## src/rtl/qz_pkg.sv

```systemverilog
package qz_pkg;

  // Sign flag encoding seen at the output
  localparam logic SGN_NEG = 1'b0;
  localparam logic SGN_POS = 1'b1;

  // Largest magnitude code for a code of n bits: 2^(n-1)-1
  function automatic int full_code(input int n);
    return (1 << (n - 1)) - 1;
  endfunction

endpackage

```

## src/rtl/qz_front.sv

```systemverilog
module qz_front #(
  parameter int DATA_W = 16
) (
  input  logic signed [DATA_W-1:0] sample_i,
  input  logic signed [DATA_W-1:0] vref_i,
  output logic                     neg_o,
  output logic        [DATA_W-1:0] abs_o,
  output logic        [DATA_W-1:0] vref_mag_o,
  output logic                     vref_ok_o
);

  // Absolute value as unsigned; the most negative input maps to 2^(DATA_W-1)
  function automatic logic [DATA_W-1:0] magnitude_of(input logic signed [DATA_W-1:0] v);
    logic [DATA_W-1:0] raw;
    raw = v;
    return v[DATA_W-1] ? (~raw + DATA_W'(1)) : raw;
  endfunction

  assign neg_o      = sample_i[DATA_W-1];
  assign abs_o      = magnitude_of(sample_i);
  assign vref_mag_o = vref_i;
  assign vref_ok_o  = !vref_i[DATA_W-1] && (vref_i != '0);

endmodule

```

## src/rtl/qz_scale.sv

```systemverilog
module qz_scale
  import qz_pkg::*;
#(
  parameter int DATA_W = 16,
  parameter int MAG_W  = 8
) (
  input  logic [DATA_W-1:0]        abs_i,
  input  logic [DATA_W-1:0]        vref_i,
  input  logic                     vref_ok_i,
  output logic [MAG_W-1:0]         code_o,
  output logic                     sat_o,
  output logic [DATA_W+MAG_W-1:0]  prod_o
);

  localparam int PW = DATA_W + MAG_W;
  localparam int QW = MAG_W - 1;
  localparam logic [PW-1:0]    FULL_P = PW'(full_code(MAG_W));
  localparam logic [MAG_W-1:0] FULL_C = MAG_W'(full_code(MAG_W));

  function automatic logic [PW-1:0] widen(input logic [DATA_W-1:0] v);
    return PW'(v);
  endfunction

  logic [PW-1:0] limit_w;
  logic [PW-1:0] rem_w [1:QW];
  logic [QW-1:0] quot_w;

  // Scaled sample and scaled reference share one constant factor
  assign prod_o  = widen(abs_i) * FULL_P;
  assign limit_w = widen(vref_i) * FULL_P;
  assign sat_o   = !vref_ok_i || (prod_o >= limit_w);

  // Below saturation the quotient is under 2^QW, so QW restoring steps suffice
  for (genvar g = 0; g < QW; g++) begin : g_div
    logic [PW-1:0] in_w;
    logic [PW-1:0] trial_w;
    if (g == QW - 1) begin : g_first
      assign in_w = prod_o;
    end else begin : g_next
      assign in_w = rem_w[g+1];
    end
    assign trial_w   = widen(vref_i) << g;
    assign quot_w[g] = in_w >= trial_w;
    if (g > 0) begin : g_rem
      assign rem_w[g] = quot_w[g] ? (in_w - trial_w) : in_w;
    end
  end

  assign code_o = sat_o ? FULL_C : {1'b0, quot_w};

endmodule

```

## src/rtl/qz_hold.sv

```systemverilog
module qz_hold
  import qz_pkg::*;
#(
  parameter int MAG_W = 8
) (
  input  logic             clk,
  input  logic             rst,
  input  logic             load_i,
  input  logic             sgn_i,
  input  logic [MAG_W-1:0] mag_i,
  output logic             sgn_o,
  output logic [MAG_W-1:0] mag_o
);

  always_ff @(posedge clk) begin
    if (rst) begin
      sgn_o <= SGN_POS;
      mag_o <= '0;
    end else if (load_i) begin
      sgn_o <= sgn_i;
      mag_o <= mag_i;
    end
  end

  assert_hold_R4: assert property (@(posedge clk) disable iff (rst)
    !load_i |=> ($stable(sgn_o) && $stable(mag_o)));

endmodule

```

## src/rtl/sm_quantizer.sv

```systemverilog
module sm_quantizer
  import qz_pkg::*;
#(
  parameter int DATA_W = 16,
  parameter int MAG_W  = 8
) (
  input  logic                     clk,
  input  logic                     rst,
  input  logic                     sample_en,
  input  logic signed [DATA_W-1:0] sample_in,
  input  logic signed [DATA_W-1:0] vref,
  output logic                     sgn_out,
  output logic        [MAG_W-1:0]  mag_out
);

  localparam int PW = DATA_W + MAG_W;
  localparam logic [MAG_W-1:0] FULL_C = MAG_W'(full_code(MAG_W));

  logic              neg_w;
  logic [DATA_W-1:0] abs_w;
  logic [DATA_W-1:0] vref_mag_w;
  logic              vref_ok_w;
  logic [MAG_W-1:0]  code_w;
  logic              sat_w;
  logic [PW-1:0]     prod_w;
  logic              sgn_next_w;

  qz_front #(.DATA_W(DATA_W)) front_i (
    .sample_i   (sample_in),
    .vref_i     (vref),
    .neg_o      (neg_w),
    .abs_o      (abs_w),
    .vref_mag_o (vref_mag_w),
    .vref_ok_o  (vref_ok_w)
  );

  qz_scale #(.DATA_W(DATA_W), .MAG_W(MAG_W)) scale_i (
    .abs_i     (abs_w),
    .vref_i    (vref_mag_w),
    .vref_ok_i (vref_ok_w),
    .code_o    (code_w),
    .sat_o     (sat_w),
    .prod_o    (prod_w)
  );

  assign sgn_next_w = neg_w ? SGN_NEG : SGN_POS;

  qz_hold #(.MAG_W(MAG_W)) hold_i (
    .clk    (clk),
    .rst    (rst),
    .load_i (sample_en),
    .sgn_i  (sgn_next_w),
    .mag_i  (code_w),
    .sgn_o  (sgn_out),
    .mag_o  (mag_out)
  );

  // Sign convention, seen one cycle after the strobe
  assert_sign_neg_R1: assert property (@(posedge clk) disable iff (rst)
    (sample_en && sample_in[DATA_W-1]) |=> (sgn_out == SGN_NEG));
  assert_sign_pos_R1: assert property (@(posedge clk) disable iff (rst)
    (sample_en && !sample_in[DATA_W-1]) |=> (sgn_out == SGN_POS));

  // Truncation: code*vref <= product < (code+1)*vref
  assert_mag_floor_R2: assert property (@(posedge clk) disable iff (rst)
    (sample_en && !sat_w) |=>
      ((PW'(mag_out) * $past(vref_mag_w) <= $past(prod_w)) &&
       ($past(prod_w) < (PW'(mag_out) + PW'(1)) * $past(vref_mag_w))));

  assert_mag_clamp_R3: assert property (@(posedge clk) disable iff (rst)
    sample_en |=> (mag_out <= FULL_C));
  assert_sat_max_R3: assert property (@(posedge clk) disable iff (rst)
    (sample_en && sat_w) |=> (mag_out == FULL_C));

  assert_badref_R7: assert property (@(posedge clk) disable iff (rst)
    (sample_en && !vref_ok_w) |=> (mag_out == FULL_C));

endmodule

```

## config.mk

```make
export PLATFORM = sky130hd
export DESIGN_NAME = sm_quantizer
export DESIGN_NICKNAME = d
export VERILOG_FILES = /design/src/rtl/qz_pkg.sv /design/src/rtl/qz_front.sv /design/src/rtl/qz_scale.sv /design/src/rtl/qz_hold.sv /design/src/rtl/sm_quantizer.sv
export SDC_FILE = /design/constraint.sdc
export NUM_CORES = 1
export LEC_CHECK = 0
export BUFFER_PORTS_ARGS = -buffer_cell sky130_fd_sc_hd__buf_2
export CORE_MARGIN = 3
export CORE_UTILIZATION = 45
export DETAILED_ROUTE_END_ITERATION = 10
export PLACE_DENSITY = 0.68
export SYNTH_ARGS = -nofsm -noshare
export SYNTH_HDL_FRONTEND = slang
export SYNTH_SLANG_ARGS = --single-unit
```

## constraint.sdc

```tcl
create_clock -name clk -period 99.6 [get_ports clk]
set_input_delay 29.88 -clock clk [delete_from_list [all_inputs] [get_ports clk]]
set_output_delay 29.88 -clock clk [all_outputs]
set_load 0.02 [all_outputs]
```

==> flow_summary.yaml <==
drt:
  vias: 12100
  totalWireLength_mm: 37.3
  dr.pass1.iters: 5
  drtIter0Drc: 848
  wl_per_cell_um: 18.4
  drc_errors: 0
  routed_via_density: 5.98
  antenna_left: 0
worst_setup_path:
  critPathMaxFanout: 34
  r2r_slack_ns: 98.56
  cpMaxStageDelayCell: "or4_1"
  crit_type: "input port to register"
  rr_worst_depth: 4
  cp-end-kind: "register"
  critPathLaunchType: "input port"
  r2r_end: "hold_i.mag_o[0]"
  cp_top_family: "compound AO/OA/AOI/OAI gates"
  crit_top_cell: "o21ai_0"
  r2r_start: "hold_i.mag_o[0]"
  critPathBufInv: 8
  path_depth: 118
  arrival_ns: 58.26
  cp_slowest_stage_delay_ns: 0.82
  worst_ep_required_time_ns: 99.72
place:
  portBuffers: 42
  gp_congestion: 0.988
  dpl.hpwl_mm: 31.3
flow_run:
  maxCapViolCount: 0
timing:
  setup_viol: 0
  fin_crit_ns: 58.13
  max_freq_mhz: 17.2
  setup_tns_ns: 0
  tightestPinTransition_ns: 0.937
  slew_viol_final: 0
  hold_viol: 0
  max_slew_margin_pct: 37.0
  fin_skew_ns: 0
  rsz0062_at_grt: "no"
  finalCritPeriodShare_pct: 58.4
grt:
  grt_max_degree: 35
  gr-usage-all-layers_pct: 23.8
  grt_pass1_vias: 11800
  grt_pass1_wl_mm: 59.6
  antenna_found_initial: 3
  grt_overflow: 0
min_path:
  hp-class: "register to register"
  hold_path_end: "hold_i.mag_o[1]"
  hold_path_depth: 2
  min_from: "hold_i.mag_o[1]"
floorplan:
  io_pins: 44
  dieHeight_um: 175
  die_area_um2: 30700
  core-area_um2: 28000
  start_util_pct: 46.0
  rows: 61
  die_x_um: 175
synth:
  syn_avg_cell_area_um2: 7.89
  syn_area_um2: 12900
  synth_cell_types: 90
  synth_flop_cell: "dfxtp_1"
  ys_seq_area_share_pct: 1.24
  synth-seq-cells: 8
  yosys_warnings: 0
  postSynthCellCount: 1633
  syn_nets: 2001
  synthArstFlopShare_pct: 0
  synth_edf_count: 0
clock_tree:
  cts_buffer_depth: 2
  tritoncts: "done"
  clkSinkCount: 8
  postCtsHoldBufs: 0
  clkLatencyLatePin_ns: 0.24
  cts.clk_slew.worst_paths_ns: 0.05
  cts_buffers: 3
  cts.repair.resized: 0
  cts_root_buf: "clkbuf_16"
  cts_max_level: 1
  postCtsSetupBuffers: 0
cells_and_area:
  layout_common_cells: "ha_1 (231), inv_1 (181), a21oi_1 (134), nand2_1 (107), o21ai_0 (104)"
  syn2layout_area_growth_pct: 5.02
  nets: 2022
  diodes: 0
  layout_commonest_cell: "ha_1"
  layout-drive-gt1-share_pct: 6.60
outcome:
  status: "finished, final reports clean"
-- logic make-up after synthesis --
group / after synthesis / synth area share [%]
DFF: 8 / 1.24
and+or+nand+nor: 421 / 16.4
adders and majority gates: 336 / 38.5
other: 1 / 0.0291
buffers and inverters: 211 / 6.37
AOI/OAI and AO/OA: 479 / 24.6
muxes: 39 / 3.36
xor gates and xnor gates: 138 / 9.39
-- synth_stat cells, types with 16 or more instances --
cell | count | area share [%]
o21a_1 | 28 | 1.6
clkbuf_1 | 16 | 0.47
nand2_1 | 107 | 3.1
mux2_2 | 21 | 1.8
a21oi_1 | 134 | 5.2
nand4_1 | 24 | 1.2
nand2b_1 | 30 | 1.5
inv_1 | 181 | 5.3
a211oi_1 | 18 | 1.0
xnor2_1 | 97 | 6.6
xor2_1 | 41 | 2.8
nor3_1 | 29 | 1.1
ha_1 | 231 | 22
nor2_1 | 103 | 3.0
a21o_1 | 53 | 3.1
o21ai_0 | 104 | 4.0
nand3_1 | 21 | 0.82
fa_1 | 102 | 16
o31ai_1 | 20 | 1.2
nor2b_1 | 28 | 1.4
-- sequential cells by signal (all words and copies together) (netlist names) --
name / cells
hold_i.mag_o: 7
hold_i.sgn_o: 1
-- worst max path at each step --
stage,startpoint,to,slack [ns]
3_5_place_dp,sample_in[0],hold_i.mag_o[0],41.75
2_1_floorplan,sample_in[5],hold_i.mag_o[0],44.37
6_report,sample_in[0],hold_i.mag_o[0],41.47
3_3_place_gp,sample_in[0],hold_i.mag_o[0],42.23
5_1_grt,sample_in[0],hold_i.mag_o[0],39.03
4_1_cts,sample_in[0],hold_i.mag_o[0],41.84
-- stage by stage --
stage | utilization, % | std cells | setup WS [ns] | hold WS (ns) | instance area (µm²)
CTS | 48.3 | 2030 | 41.84 | 0.482 | 13500
global route | 48.3 | 2030 | 39.03 | 0.502 | 13500
floorplan | - | 1633 | 44.37 | 0.557 | 12900
detailed placement | 48.0 | 2027 | 41.75 | 0.476 | 13400
finish | 48.3 | 2030 | 41.47 | 0.480 | 13500
global placement | 48.0 | 2027 | 42.23 | 0.460 | 13400
-- final cells by class --
class / count / area [µm²]
multi-input combinational: 1414 / 11900
sequential: 8 / 160
fill: 2768 / 14500
inverter: 181 / 679
tap: 378 / 473
timing repair buffer: 46 / 240
clock buffer: 3 / 75.1
-- routing by layer --
metal	share of wire (%)	routed length, µm	up-vias	global-route usage, %
li1	-	-	5866	-
met1	42	15500	5799	29.7
met2	49	18200	372	42.6
met3	5.8	2170	92	2.59
met4	3.6	1360	4	8.31
met5	0.043	16	-	0
-- worst reg2reg max path, delay by kind of cell (launching register included) --
family / cells / cell delay, ns
flip-flops: 1 / 0.38
AND/OR/NAND/NOR: 2 / 0.21
AO/OA/AOI/OAI: 2 / 0.37
Power is not shown: default switching activity piles up to over one toggle a cycle in this logic, so the estimate is an artifact.
